`src/rtl/spi_fifo_pkg.sv`:
```
package spi_fifo_pkg;
  localparam logic [2:0] ADDR_TXD  = 3'd0;
  localparam logic [2:0] ADDR_RXD  = 3'd1;
  localparam logic [2:0] ADDR_STAT = 3'd2;
  localparam logic [2:0] ADDR_IEN  = 3'd3;
  localparam logic [2:0] ADDR_CNT  = 3'd4;

  localparam int ST_TXE  = 0;
  localparam int ST_TXH  = 1;
  localparam int ST_TXF  = 2;
  localparam int ST_RXR  = 3;
  localparam int ST_RXH  = 4;
  localparam int ST_RXF  = 5;
  localparam int ST_OVF  = 6;
  localparam int ST_DONE = 7;
  localparam int ST_W    = 8;

  localparam int CNT_FIELD_W = 5;
  localparam int FLUSH_TX_BIT = 10;
  localparam int FLUSH_RX_BIT = 11;

  typedef struct packed {
    logic txPush;
    logic txPop;
    logic txFlush;
    logic rxPush;
    logic rxPop;
    logic rxFlush;
  } fifoCmd_t;
endpackage

```
`src/rtl/spi_fifo_buf.sv`:
```
module spi_fifo_buf #(
  parameter int DATA_W = 32,
  parameter int DEPTH  = 16,
  localparam int PTR_W = (DEPTH > 1) ? $clog2(DEPTH) : 1,
  localparam int CNT_W = $clog2(DEPTH + 1)
) (
  input  logic              clk,
  input  logic              rstN,
  input  logic              push,
  input  logic              pop,
  input  logic              flush,
  input  logic [DATA_W-1:0] wdata,
  output logic [DATA_W-1:0] head,
  output logic [CNT_W-1:0]  count
);
  localparam logic [CNT_W-1:0] FULL_CNT = CNT_W'(DEPTH);
  localparam logic [PTR_W-1:0] LAST_PTR = PTR_W'(DEPTH - 1);

  logic [DATA_W-1:0] mem [DEPTH];
  logic [PTR_W-1:0]  wrPtr, rdPtr;

  function automatic logic [PTR_W-1:0] nextPtr(input logic [PTR_W-1:0] p);
    return (p == LAST_PTR) ? '0 : p + 1'b1;
  endfunction

  always_ff @(posedge clk) begin
    if (!rstN || flush) begin
      wrPtr <= '0;
      rdPtr <= '0;
      count <= '0;
    end else begin
      if (push) wrPtr <= nextPtr(wrPtr);
      if (pop)  rdPtr <= nextPtr(rdPtr);
      case ({push, pop})
        2'b10:   count <= count + 1'b1;
        2'b01:   count <= count - 1'b1;
        default: count <= count;
      endcase
    end
  end

  always_ff @(posedge clk) begin
    if (push && !flush) mem[wrPtr] <= wdata;
  end

  assign head = (count == '0) ? '0 : mem[rdPtr];

  // Guards on the strobes the control block issues
  a_r8_no_push_when_full: assert property (@(posedge clk) disable iff (!rstN)
    push |-> (count != FULL_CNT));
  a_r8_no_pop_when_empty: assert property (@(posedge clk) disable iff (!rstN)
    pop |-> (count != '0));
  a_r6_flush_empties: assert property (@(posedge clk) disable iff (!rstN)
    flush |=> (count == '0));
  a_r1_count_bounded: assert property (@(posedge clk) disable iff (!rstN)
    count <= FULL_CNT);
endmodule

```
`src/rtl/spi_fifo_dp.sv`:
```
module spi_fifo_dp
  import spi_fifo_pkg::*;
#(
  parameter int DATA_W = 32,
  parameter int DEPTH  = 16,
  localparam int CNT_W = $clog2(DEPTH + 1)
) (
  input  logic              clk,
  input  logic              rstN,
  input  fifoCmd_t          cmd,
  input  logic [DATA_W-1:0] txWdata,
  input  logic [DATA_W-1:0] rxWdata,
  output logic [DATA_W-1:0] txHead,
  output logic [DATA_W-1:0] rxHead,
  output logic [CNT_W-1:0]  txCount,
  output logic [CNT_W-1:0]  rxCount
);
  spi_fifo_buf #(.DATA_W(DATA_W), .DEPTH(DEPTH)) txBuf_i (
    .clk(clk), .rstN(rstN),
    .push(cmd.txPush), .pop(cmd.txPop), .flush(cmd.txFlush),
    .wdata(txWdata), .head(txHead), .count(txCount)
  );

  spi_fifo_buf #(.DATA_W(DATA_W), .DEPTH(DEPTH)) rxBuf_i (
    .clk(clk), .rstN(rstN),
    .push(cmd.rxPush), .pop(cmd.rxPop), .flush(cmd.rxFlush),
    .wdata(rxWdata), .head(rxHead), .count(rxCount)
  );
endmodule

```
`src/rtl/spi_fifo_ctl.sv`:
```
module spi_fifo_ctl
  import spi_fifo_pkg::*;
#(
  parameter int DATA_W = 32,
  parameter int DEPTH  = 16,
  parameter int ADDR_W = 3,
  localparam int CNT_W = $clog2(DEPTH + 1)
) (
  input  logic              clk,
  input  logic              rstN,
  input  logic              busWr,
  input  logic              busRd,
  input  logic [ADDR_W-1:0] busAddr,
  input  logic [DATA_W-1:0] busWdata,
  output logic [DATA_W-1:0] busRdata,
  input  logic              engTxPop,
  input  logic              engRxPush,
  input  logic              engXferDone,
  input  logic [CNT_W-1:0]  txCount,
  input  logic [CNT_W-1:0]  rxCount,
  input  logic [DATA_W-1:0] rxHead,
  output fifoCmd_t          cmd,
  output logic              irq
);
  localparam logic [CNT_W-1:0] FULL_CNT = CNT_W'(DEPTH);
  localparam logic [CNT_W-1:0] HALF_CNT = CNT_W'(DEPTH / 2);

  logic [ST_W-1:0] enableReg;
  logic [ST_W-1:0] status;
  logic            doneFlag, ovfFlag;
  logic            txFull, rxFull, txEmpty, rxEmpty;
  logic            statWr, ienWr, cntWr;

  assign txFull  = (txCount == FULL_CNT);
  assign rxFull  = (rxCount == FULL_CNT);
  assign txEmpty = (txCount == '0);
  assign rxEmpty = (rxCount == '0);

  assign statWr = busWr && (busAddr == ADDR_W'(ADDR_STAT));
  assign ienWr  = busWr && (busAddr == ADDR_W'(ADDR_IEN));
  assign cntWr  = busWr && (busAddr == ADDR_W'(ADDR_CNT));

  always_comb begin
    cmd         = '0;
    cmd.txFlush = cntWr && busWdata[FLUSH_TX_BIT];
    cmd.rxFlush = cntWr && busWdata[FLUSH_RX_BIT];
    cmd.txPush  = busWr && (busAddr == ADDR_W'(ADDR_TXD)) && !txFull && !cmd.txFlush;
    cmd.txPop   = engTxPop && !txEmpty && !cmd.txFlush;
    cmd.rxPush  = engRxPush && !rxFull && !cmd.rxFlush;
    cmd.rxPop   = busRd && (busAddr == ADDR_W'(ADDR_RXD)) && !rxEmpty && !cmd.rxFlush;
  end

  always_ff @(posedge clk) begin
    if (!rstN) begin
      enableReg <= '0;
      doneFlag  <= 1'b0;
      ovfFlag   <= 1'b0;
    end else begin
      if (ienWr) enableReg <= busWdata[ST_W-1:0];
      if (engXferDone)                    doneFlag <= 1'b1;
      else if (statWr && busWdata[ST_DONE]) doneFlag <= 1'b0;
      if (engRxPush && rxFull)            ovfFlag <= 1'b1;
      else if (statWr && busWdata[ST_OVF])  ovfFlag <= 1'b0;
    end
  end

  always_comb begin
    status          = '0;
    status[ST_TXE]  = txEmpty;
    status[ST_TXH]  = (txCount >= HALF_CNT);
    status[ST_TXF]  = txFull;
    status[ST_RXR]  = !rxEmpty;
    status[ST_RXH]  = (rxCount >= HALF_CNT);
    status[ST_RXF]  = rxFull;
    status[ST_OVF]  = ovfFlag;
    status[ST_DONE] = doneFlag;
  end

  assign irq = |(status & enableReg);

  always_comb begin
    busRdata = '0;
    case (busAddr)
      ADDR_W'(ADDR_RXD):  busRdata = rxHead;
      ADDR_W'(ADDR_STAT): busRdata = DATA_W'(status);
      ADDR_W'(ADDR_IEN):  busRdata = DATA_W'(enableReg);
      ADDR_W'(ADDR_CNT):  busRdata = DATA_W'(txCount) | (DATA_W'(rxCount) << CNT_FIELD_W);
      default:            busRdata = '0;
    endcase
  end

  a_r4_done_sets: assert property (@(posedge clk) disable iff (!rstN)
    engXferDone |=> doneFlag);
  a_r4_done_sticky: assert property (@(posedge clk) disable iff (!rstN)
    (doneFlag && !(statWr && busWdata[ST_DONE])) |=> doneFlag);
  a_r7_ovf_sets: assert property (@(posedge clk) disable iff (!rstN)
    (engRxPush && rxFull) |=> ovfFlag);
  a_r7_ovf_sticky: assert property (@(posedge clk) disable iff (!rstN)
    (ovfFlag && !(statWr && busWdata[ST_OVF])) |=> ovfFlag);
  a_r2_irq_needs_enable: assert property (@(posedge clk) disable iff (!rstN)
    irq |-> (enableReg != '0));
  a_r8_rx_pop_full_keeps_count: assert property (@(posedge clk) disable iff (!rstN)
    (rxFull && engRxPush && !busRd && !cntWr) |=> rxFull);
endmodule

```
`src/rtl/spi_fifo_stat_top.sv`:
```
module spi_fifo_stat_top
  import spi_fifo_pkg::*;
#(
  parameter int DATA_W = 32,
  parameter int DEPTH  = 16,
  parameter int ADDR_W = 3
) (
  input  logic              clk,
  input  logic              rstN,
  input  logic              busWr,
  input  logic              busRd,
  input  logic [ADDR_W-1:0] busAddr,
  input  logic [DATA_W-1:0] busWdata,
  output logic [DATA_W-1:0] busRdata,
  input  logic              engTxPop,
  output logic [DATA_W-1:0] engTxWord,
  input  logic              engRxPush,
  input  logic [DATA_W-1:0] engRxWord,
  input  logic              engXferDone,
  output logic              irq
);
  localparam int CNT_W = $clog2(DEPTH + 1);

  fifoCmd_t          cmd;
  logic [CNT_W-1:0]  txCount, rxCount;
  logic [DATA_W-1:0] rxHead;

  spi_fifo_ctl #(.DATA_W(DATA_W), .DEPTH(DEPTH), .ADDR_W(ADDR_W)) ctl_i (
    .clk(clk), .rstN(rstN),
    .busWr(busWr), .busRd(busRd), .busAddr(busAddr), .busWdata(busWdata),
    .busRdata(busRdata),
    .engTxPop(engTxPop), .engRxPush(engRxPush), .engXferDone(engXferDone),
    .txCount(txCount), .rxCount(rxCount), .rxHead(rxHead),
    .cmd(cmd), .irq(irq)
  );

  spi_fifo_dp #(.DATA_W(DATA_W), .DEPTH(DEPTH)) dp_i (
    .clk(clk), .rstN(rstN), .cmd(cmd),
    .txWdata(busWdata), .rxWdata(engRxWord),
    .txHead(engTxWord), .rxHead(rxHead),
    .txCount(txCount), .rxCount(rxCount)
  );
endmodule

```
`config.mk`:
```
export PLATFORM = sky130hd
export DESIGN_NAME = spi_fifo_stat_top
export DESIGN_NICKNAME = d
export VERILOG_FILES = /design/src/rtl/spi_fifo_pkg.sv /design/src/rtl/spi_fifo_buf.sv /design/src/rtl/spi_fifo_dp.sv /design/src/rtl/spi_fifo_ctl.sv /design/src/rtl/spi_fifo_stat_top.sv
export SDC_FILE = /design/constraint.sdc
export NUM_CORES = 1
export LEC_CHECK = 0
export BUFFER_PORTS_ARGS = -buffer_cell sky130_fd_sc_hd__buf_2
export CAP_MARGIN = 10
export CORE_ASPECT_RATIO = 1.1
export CORE_MARGIN = 2
export CORE_UTILIZATION = 60
export DETAILED_ROUTE_END_ITERATION = 10
export PLACE_DENSITY_LB_ADDON = 0.3
export SLEW_MARGIN = 5
export SYNTH_ARGS = -nofsm -noshare
export SYNTH_HDL_FRONTEND = slang
export SYNTH_HIERARCHICAL = 1
export SYNTH_SLANG_ARGS = --single-unit
```
`constraint.sdc`:
```
create_clock -name clk -period 5.72 [get_ports clk]
set_input_delay 0.858 -clock clk [delete_from_list [all_inputs] [get_ports clk]]
set_output_delay 0.858 -clock clk [all_outputs]
set_load 0.01 [all_outputs]
```
==> run summary, run 1 <==
The run finished with clean final reports. The clock power share came out at 0.415. After synthesis, the netlist uses 59 different library cells. The tightest hold margin is 0.4754 ns. The hold buffer count at CTS is 0.

Counting every sink on the clock net gives approximately 1100. The cell family with the largest share of critical-path delay is compound AO/OA/AOI/OAI gates. The number of nets with antenna violations after detailed routing is 0. The area of the core region came out at 0.06900 mm2. For hold timing, the worst endpoint is ctl_i/doneFlag. The tool flagged a number of max-cap violations equal to 0. The final standard cell utilization of the core is 0.6819. The CTS clock-pin slew for the worst setup and hold paths is about 0.06 ns. The floorplan row count is 101. The hold violation total from the final report came to 0. Together, buffers and inverters on the worst path number 2. The biggest cell delay along the critical path came out at 0.86 ns. The startpoint identified for the worst hold timing path is engXferDone. The first detailed-routing pass took 5 iterations. The root buffer cell chosen for the clock tree is clkbuf_16.

In this run the critical register-to-register path is captured at dp_i/txBuf_i/count[2]. The worst IR drop on VDD came out at 299.3 uV. At the later pin of the worst-skew pair, clock insertion delay measures 0.67 ns. The mean routed wirelength per cell came out at 28.59 um. The hold-critical path depth came out at 3. The number of vias in the routed layout came out at just over 20000. Data on the critical path is required at its endpoint by 4.86 ns. The net count of the finished layout is 2217. Walking the worst path, the cells encountered are or4_4, o21bai_4, buf_4, o22ai_1, mux2i_1, nor2_1, a221o_2, buf_2. Of the total power, combinational logic draws 0.064. Summed over all nets, the switching power comes to 3534 uW. The synthesized design spends more area on one cell type than any other, namely edfxtp_1. The number of cells on the worst reg-to-reg path came out at 10. The slack of the worst reg-to-reg path came out at 2.46 ns.

The number of endpoints failing setup at the final stage came out at 0. The startpoint of the worst register-to-register path is dp_i/txBuf_i/count[3]. The CTS tree is done. The die extent in x came out at 255.8 um. The vertical die dimension came out at 281.0 um. The critical path data arrival time is 3.68 ns. The mapped cell area is 0.04185 mm2. In the final layout, the share of cells above drive strength 1 is 0.2931.

The endpoint type of the worst setup path is an output port. The die covers 0.07188 mm2. The synthesized instance count came out at 1933. The share of total power consumed by net switching came out at 0.2116. The post-DP HPWL is approximately 50000 um.

The first routing iteration left 2094 violations. The largest clock skew in the final design came out at 0.01828 ns. Yosys mapped a number of flops with a built-in enable equal to 1024. The mean instance size in the synthesized netlist is 21.65 um2. The pin slew with the least headroom to its limit came out at 1.251 ns. The sum of negative setup slack came out at 0 ns.

The number of nets produced by synthesis came out at 2025. The clock period minus worst slack is 4.536 ns. Summed over all layers, the global routing overflow is 0. The Yosys warning count came out at 6. The top-level I/O count came out at 139. The setup path with the least slack is of type register to output port. The sequential cell area fraction in the yosys report is 0.7558. The maximum root-to-sink buffer count is 3. The design internal power came out at 13170 uW. The via density per instance is 6.401. For this run, asynchronously set or reset flops after synthesis account for 0. Setup repair after global routing left no endpoint under its margin. The total power per unit cell area is 355.0 mW/mm2. Counting flops and latches in the post-synthesis netlist gives between 1000 and 1500.

The sequential cell fraction of total power is 0.521. The fraction of post-synthesis cell area in the top cell type by area is 0.7348. The global-route wire length before repair is 134000 um. The relative max-transition margin is 0.1658. The routed wire length is 89950 um. The initial standard-cell utilization of the core is 0.6065.

The achievable frequency came out at 220.5 MHz. The number of clock buffers inserted by TritonCTS is 104. The via count of the first global-routing pass is 20940. The H-tree was split into 3 levels. For this run, the leading register cell type out of synthesis is edfxtp_1. The all-layer global routing usage came out at 0.2539. Entering global routing, the biggest net connects 69 pins. Post-CTS timing repair inserted 0 buffers for setup. The post-cts gate resize count came out at 0.

Summed over all cells, the static leakage comes to 0.01571 uW. The critical-path maximum fanout is 26. STA classifies the critical path startpoint as a register. The slowest stage of the critical path is the o21bai_4 cell. The area growth from synthesis to layout is 12.43%. The detailed-route DRC error count came out at 0.

Power comes to 16700 uW. The number of antenna violations at the first check in global routing came out at 8. The class of the tightest hold or removal check is input pin to register. The number of pins exceeding their max-slew limit in the final report is 0.

Sorting the synthesized cells by area gives the leading types as edfxtp_1 73%, mux4_2 14%, mux2i_1 3.3%. The critical path runs through a total of 8 cells. The total of buffers placed on input and output ports came out at around 140.

The final weighted congestion of routability-driven global placement came out at 0.7926. The post-route fraction of the period consumed by the critical path is 0.7930.
## stage by stage
stage	cells	setup WS (ns)	cell area, um2
3_3_place_gp	2946	1.926	43530
5_1_grt	3142	1.063	47040
6_report	3146	1.184	47050
4_1_cts	3141	1.152	47040
2_1_floorplan	1933	2.359	41850
3_5_place_dp	2946	1.851	43530
## cell usage in the layout, fill, tap and decap left out, drive strengths merged, types with 18 or more instances in the layout
cell type | netlist | layout
edfxtp | 1024 | 1024
mux4 | 256 | 256
buf | 88 | 182
mux2i | 139 | 139
clkbuf | 8 | 127
o22ai | 62 | 62
and2 | 54 | 54
clkinv | 0 | 48
dfxtp | 44 | 44
nand2 | 40 | 40
nor2 | 30 | 30
ha | 18 | 18
## worst max path at each step
| stage | slack (ns) | startpoint | to |
|---|---|---|---|
| floorplan | 2.36 | busAddr[0] | dp_i/txBuf_i/count[2] |
| global placement | 1.93 | busAddr[1] | dp_i/txBuf_i/count[2] |
| detailed placement | 1.85 | dp_i/rxBuf_i/count[1] | busRdata[0] |
| CTS | 1.15 | dp_i/rxBuf_i/count[1] | busRdata[0] |
| global route | 1.06 | register | busRdata[6] |
| finish | 1.18 | dp_i/rxBuf_i/count[1] | busRdata[0] |
## Yosys cell counts, types with 10 or more instances
| cell type | number |
|---|---|
| buf_2 | 40 |
| nor2_1 | 30 |
| mux2i_1 | 139 |
| dfxtp_1 | 44 |
| buf_6 | 11 |
| buf_4 | 31 |
| a21oi_1 | 17 |
| o21ai_0 | 12 |
| nand3_1 | 10 |
| nand2_1 | 40 |
| mux4_2 | 256 |
| inv_1 | 14 |
| ha_1 | 18 |
| o22ai_1 | 62 |
| and2_1 | 54 |
| edfxtp_1 | 1024 |
## metal layers
layer | vias up | GRT usage | wire [um]
li1 | 8508 | - | -
met1 | 10610 | 0.3338 | 33930
met2 | 866 | 0.4413 | 47220
met3 | 147 | 0.04239 | 6684
met4 | 6 | 0.07797 | 2090
met5 | - | 0 | 32
## state kept, by name, summed over array words and instances, names as in the netlist, named ones only
name,flops
dp_i/rxBuf_i/mem,512
ctl_i/ovfFlag,1
dp_i/rxBuf_i/wrPtr,4
dp_i/rxBuf_i/count,5
dp_i/rxBuf_i/rdPtr,4
dp_i/txBuf_i/count,5
dp_i/txBuf_i/mem,512
dp_i/txBuf_i/rdPtr,4
ctl_i/doneFlag,1
ctl_i/enableReg,8
dp_i/txBuf_i/wrPtr,4
## worst reg2reg max path, cell delays in order (launching register included)
cell	delay, ns
dfxtp_1	0.60
nor4_1	0.15
nor2b_1	0.18
nor3b_1	0.65
ha_1	0.47
xor2_1	0.12
ha_1	0.22
a21o_1	0.19
xnor2_1	0.13
or3_1	0.32
a21oi_1	0.14
## final cells by class
cell class,instances,area [um2]
inverter,14,55.05
clock inverter,68,753.2
antenna,5,12.51
tap,927,1160
multi-input combinational,755,9628
sequential,1068,31650
fill,4221,21950
timing repair buffer,182,1046
clock buffer,127,2750
## logic make-up (layout without fill, tap and decap cells)
family,count (synthesis),count (layout),share of synthesized area
buf+inv,110,391,0.01582
flops,1068,1068,0.7558
fa+ha+maj,18,18,0.005382
other cells,0,5,0
xor+xnor,10,10,0.002093
compound gates,140,140,0.02281
mux,399,399,0.1721
simple gates,188,188,0.02601
## power by group through the flow
stage | clock, uW | sequential [uW] | combinational (uW)
after detailed placement | 0 | 8880 | 1060
after CTS | 7030 | 8710 | 1070
final | 6930 | 8710 | 1060
after floorplan | 0 | 8820 | 720
after global routing | 7330 | 8720 | 1130
after global placement | 0 | 8870 | 1030
No activity file was read; power rests on OpenSTA's default activity.
==> inputs of run 2 (changes only) <==
- ABC_AREA: not set -> 1
- clock period: 5.72 -> 4.7 ns (I/O delays scaled with it)
==> run 2 against run 1 <==
Against the previous run: worst setup slack got worse by 0.67 ns; clock power is 16% higher; combinational power increased to 3.4 times the previous value; synthesized cell count up 98%; critical path depth is 3 higher; largest cell class unchanged.
==> run summary, run 2 <==
The run finished with clean final reports. The total congestion overflow after global routing came out at 0. The mean instance size in the synthesized netlist is 11.54 um2. The fraction of post-synthesis cell area in the top cell type by area is 0.6963. Clock latency on the worst-skew pair, taken at its later pin, is 0.67 ns. The number of clock buffers inserted by TritonCTS is around 100. The required time reported for the critical path endpoint is 3.99 ns.

The via density per instance is 5.857. The via count of the first global-routing pass was 28250. The total of buffers placed on input and output ports came out at roughly 140. The achievable frequency is 239.0 MHz.

The area growth from synthesis to layout came out at 10.11%. The clock period minus worst slack came out at 4.185 ns. The share of final-layout standard cells stronger than drive strength 1 is 0.09857. The post-DP HPWL is 56250 um. The violation count after the first detailed-route iteration came out at roughly 3100.

The first global-routing pass estimated around 160000 um of wire. The final layout contains around 4000 nets. The Yosys warning count came out at 6.

The routing usage on met2 came out at 0.4782. The dominant cell by count in the synthesized netlist is nand2_1. The area of the core region is 0.07300 mm2.

On the critical path, the stage with the largest delay is an instance of dfxtp_4. The total power per unit cell area came out at 460.4 mW/mm2. In this run, synthesis produced a sequential element count of 1068.

The slack of the worst reg-to-reg path is 1.38 ns. The die extent in x came out at 262.7 um. Summed over all instances, the cell type with the most area after synthesis is edfxtp_1. TritonCTS built the clock tree. The sequential cell area fraction in the yosys report came out at 0.7162. The floorplan row count is 104.

Setup repair after global routing left no endpoint under its margin. The critical path start-end classification is register to output port. Across every metal layer, demand over resource in global routing totals 0.2726.

The hold buffer count at CTS came out at 0. The mean routed wirelength per cell is approximately 21 um. In the layout the commonest cells are 1389 x nand2_1, 1024 x edfxtp_1, 809 x nand3_1, 138 x buf_2, 103 x clkbuf_16. The relative max-transition margin is 0.1482.

In this design, the largest share of critical-path delay is due to flip-flops. The number of cells on the worst reg-to-reg path is 8. The critical path buffer and inverter count came out at 2. The most numerous cell type found on the critical path is nand2_1.

The total leakage power came out at 0.01771 uW. The endpoint identified for the worst register-to-register timing path is dp_i/rxBuf_i/mem[14][22]. Of all flip-flops after synthesis, the portion carrying an async set or reset was 0.

The hold violation total from the final report is 0. The CTS clock-pin slew for the worst setup and hold paths is 0.07 ns. Leaving out fill and tap cells, the most frequent cell in the layout is nand2_1.

Post-CTS repair changed the size of 0 cells. The congestion estimate from routability-driven global placement came to 0.8599. Setup violations remaining at the end of the flow were counted as 0. The path length in cells of the critical path came out at 11.

The pre-antenna-repair detailed-routing pass consisted of 5 iterations. The initial standard-cell utilization of the core is 0.6050. For this run, the leading register cell type out of synthesis is edfxtp_1.

The global routing usage on met1 came out at 0.3404. The post-placement worst setup slack is 0.9561 ns. The level count of the clock H-tree is 3. The count of clock tree sinks came out at 1068. Ranked by total cell area, the synthesized netlist is headed by edfxtp_1 70%, nand2_1 12%, nand3_1 9.2%. The number of nets produced by synthesis is 3919. The number of pins exceeding their max-slew limit in the final report is 0. Along the worst path, the maximum fanout reaches 162. The smallest setup slack after layout is roughly 0.52 ns. The buffers inserted during post-CTS setup optimization came out at 0. The maximum number of pins on one net before global-route repair is around 160. The final route contains ~29000 vias.

The pin slew with the least headroom to its limit is 1.275 ns. The count of fill cells added during filler insertion came out at 5261. The largest registers in the layout are dp_i/rxBuf_i/mem: 512 flops, dp_i/txBuf_i/mem: 512 flops, ctl_i/enableReg: 8 flops. The mapped cell area came out at 0.04416 mm2.

The met3 layer usage reported by global route came out at 0.03854. The routed wire length is 103900 um. The total of max-cap violations is 0.

In the synthesized netlist, the cells that appear most often are 1389 x nand2_1, 1024 x edfxtp_1, 809 x nand3_1, 94 x a21oi_1, 88 x nor2_1. The worst hold path belongs to the class input pin to register. The signal on the critical path passes through buf_12, nand2_1, nand3_1, nand3_1, nand2_1, nand2_1, a21oi_1, nand2_1, o21a_1, nand2_1, buf_2. The count of nets left with antenna violations once routing finished came out at 0. The clock tree root driver cell is clkbuf_16. After detailed routing, the number of remaining DRC violations is 0. The number of antenna violations at the first check in global routing came out at 3. The worst IR drop on VDD came out at 394.1 uV. The sum of negative setup slack is 0 ns.

The maximum root-to-sink buffer count came out at 3. Between clock sinks in the finished design, the worst skew comes to around 0.042 ns. STA classifies the critical path startpoint as a register. The area of the die is 0.07580 mm2. Yosys mapped the design onto 35 distinct sky130hd cell types. The worst register-to-register path begins at dp_i/rxBuf_i/count[1]. The endpoint type of the worst setup path is an output port. Counting flops with a built-in enable in the synthesized netlist gives between 1000 and 1500. The critical path data arrival time came out at 3.48 ns. The critical path ends at busRdata[0].

The post-route fraction of the period consumed by the critical path is 0.8904. met2 is the most crowded layer. The biggest cell delay along the critical path is 0.76 ns. The vertical die dimension came out at 288.5 um. The synthesized instance count is 3827. During I/O placement, the number of pins put on the boundary was 139.
run 2: cell types whose count changed after synthesis, moves of 36 or more:
cell and change:
nand2_1 +1349, nand3_1 +799, mux4_2 -256, mux2i_1 -137
a21oi_1 +77, inv_1 +64, o22ai_1 -62, nor2_1 +58
and2_1 -54, buf_6 +38, clkbuf_1 +36
run 2: through the flow:
| stage | power [uW] | util | hold WS [ns] | instances | instance area (um2) |
|---|---|---|---|---|---|
| 2_1_floorplan | 13530 | - | 0.4506 | 3827 | 44160 |
| 3_3_place_gp | 14420 | 0.6206 | 0.4728 | 4752 | 45300 |
| 3_5_place_dp | 14480 | 0.6206 | 0.4770 | 4752 | 45300 |
| 4_1_cts | 22430 | 0.6657 | 0.2402 | 4939 | 48600 |
| 5_1_grt | 23250 | 0.6661 | 0.2751 | 4941 | 48630 |
| 6_report | 22390 | 0.6662 | 0.2575 | 4942 | 48630 |
run 2: cell families after synthesis:
logic type      after synthesis  share of synthesized area
simple gates               2315                     0.2215
flops                      1068                     0.7162
buf+inv                     309                    0.04270
compound gates              111                    0.01320
fa+ha+maj                    18                   0.005100
xor+xnor                      4                  0.0007934
mux                           2                  0.0004533
run 2: routing by layer:
metal  routed length (um)  vias up
li1                     -    13480
met5                   12        -
met4                 3711        2
met3                 7269      215
met1                39950    13960
met2                52950     1289
run 2: cell type report:
cell class	count	area [um2]	share of cell area
Sequential cell	1068	31650	0.6508
Multi-Input combinational cell	2450	10900	0.2241
Clock buffer	134	2734	0.05622
Timing Repair Buffer	196	1255	0.02581
Tap cell	954	1194	0.02455
Clock inverter	53	559.3	0.01150
Inverter	86	337.8	0.006947
Antenna cell	1	2.502	0.00005146
run 2: worst reg2reg max path, cell delays in order, from the launching register on:
cell,delay [ns]
dfxtp_1,0.47
nor2_1,0.15
nand3_1,0.10
nand2_1,0.11
nor2_1,0.36
inv_1,0.20
nor2_1,0.24
nand2_1,0.27
nor2_4,1.00
run 2: worst min path at each step:
stage / startpoint / endpoint / slack (ns) / cells past startpoint
after floorplan: ctl_i/enableReg[1] / ctl_i/enableReg[1] / 0.45 / 2
after global placement: ctl_i/ovfFlag / ctl_i/ovfFlag / 0.47 / 2
after detailed placement: ctl_i/ovfFlag / ctl_i/ovfFlag / 0.48 / 2
after CTS: engXferDone / ctl_i/doneFlag / 0.24 / 3
after global routing: engXferDone / ctl_i/doneFlag / 0.28 / 3
final: engXferDone / ctl_i/doneFlag / 0.26 / 3
run 2: power by group:
group	switching (uW)	total, uW	internal, uW
registers	176	10700	10500
logic	2530	3600	1080
clock network	3460	8060	4600
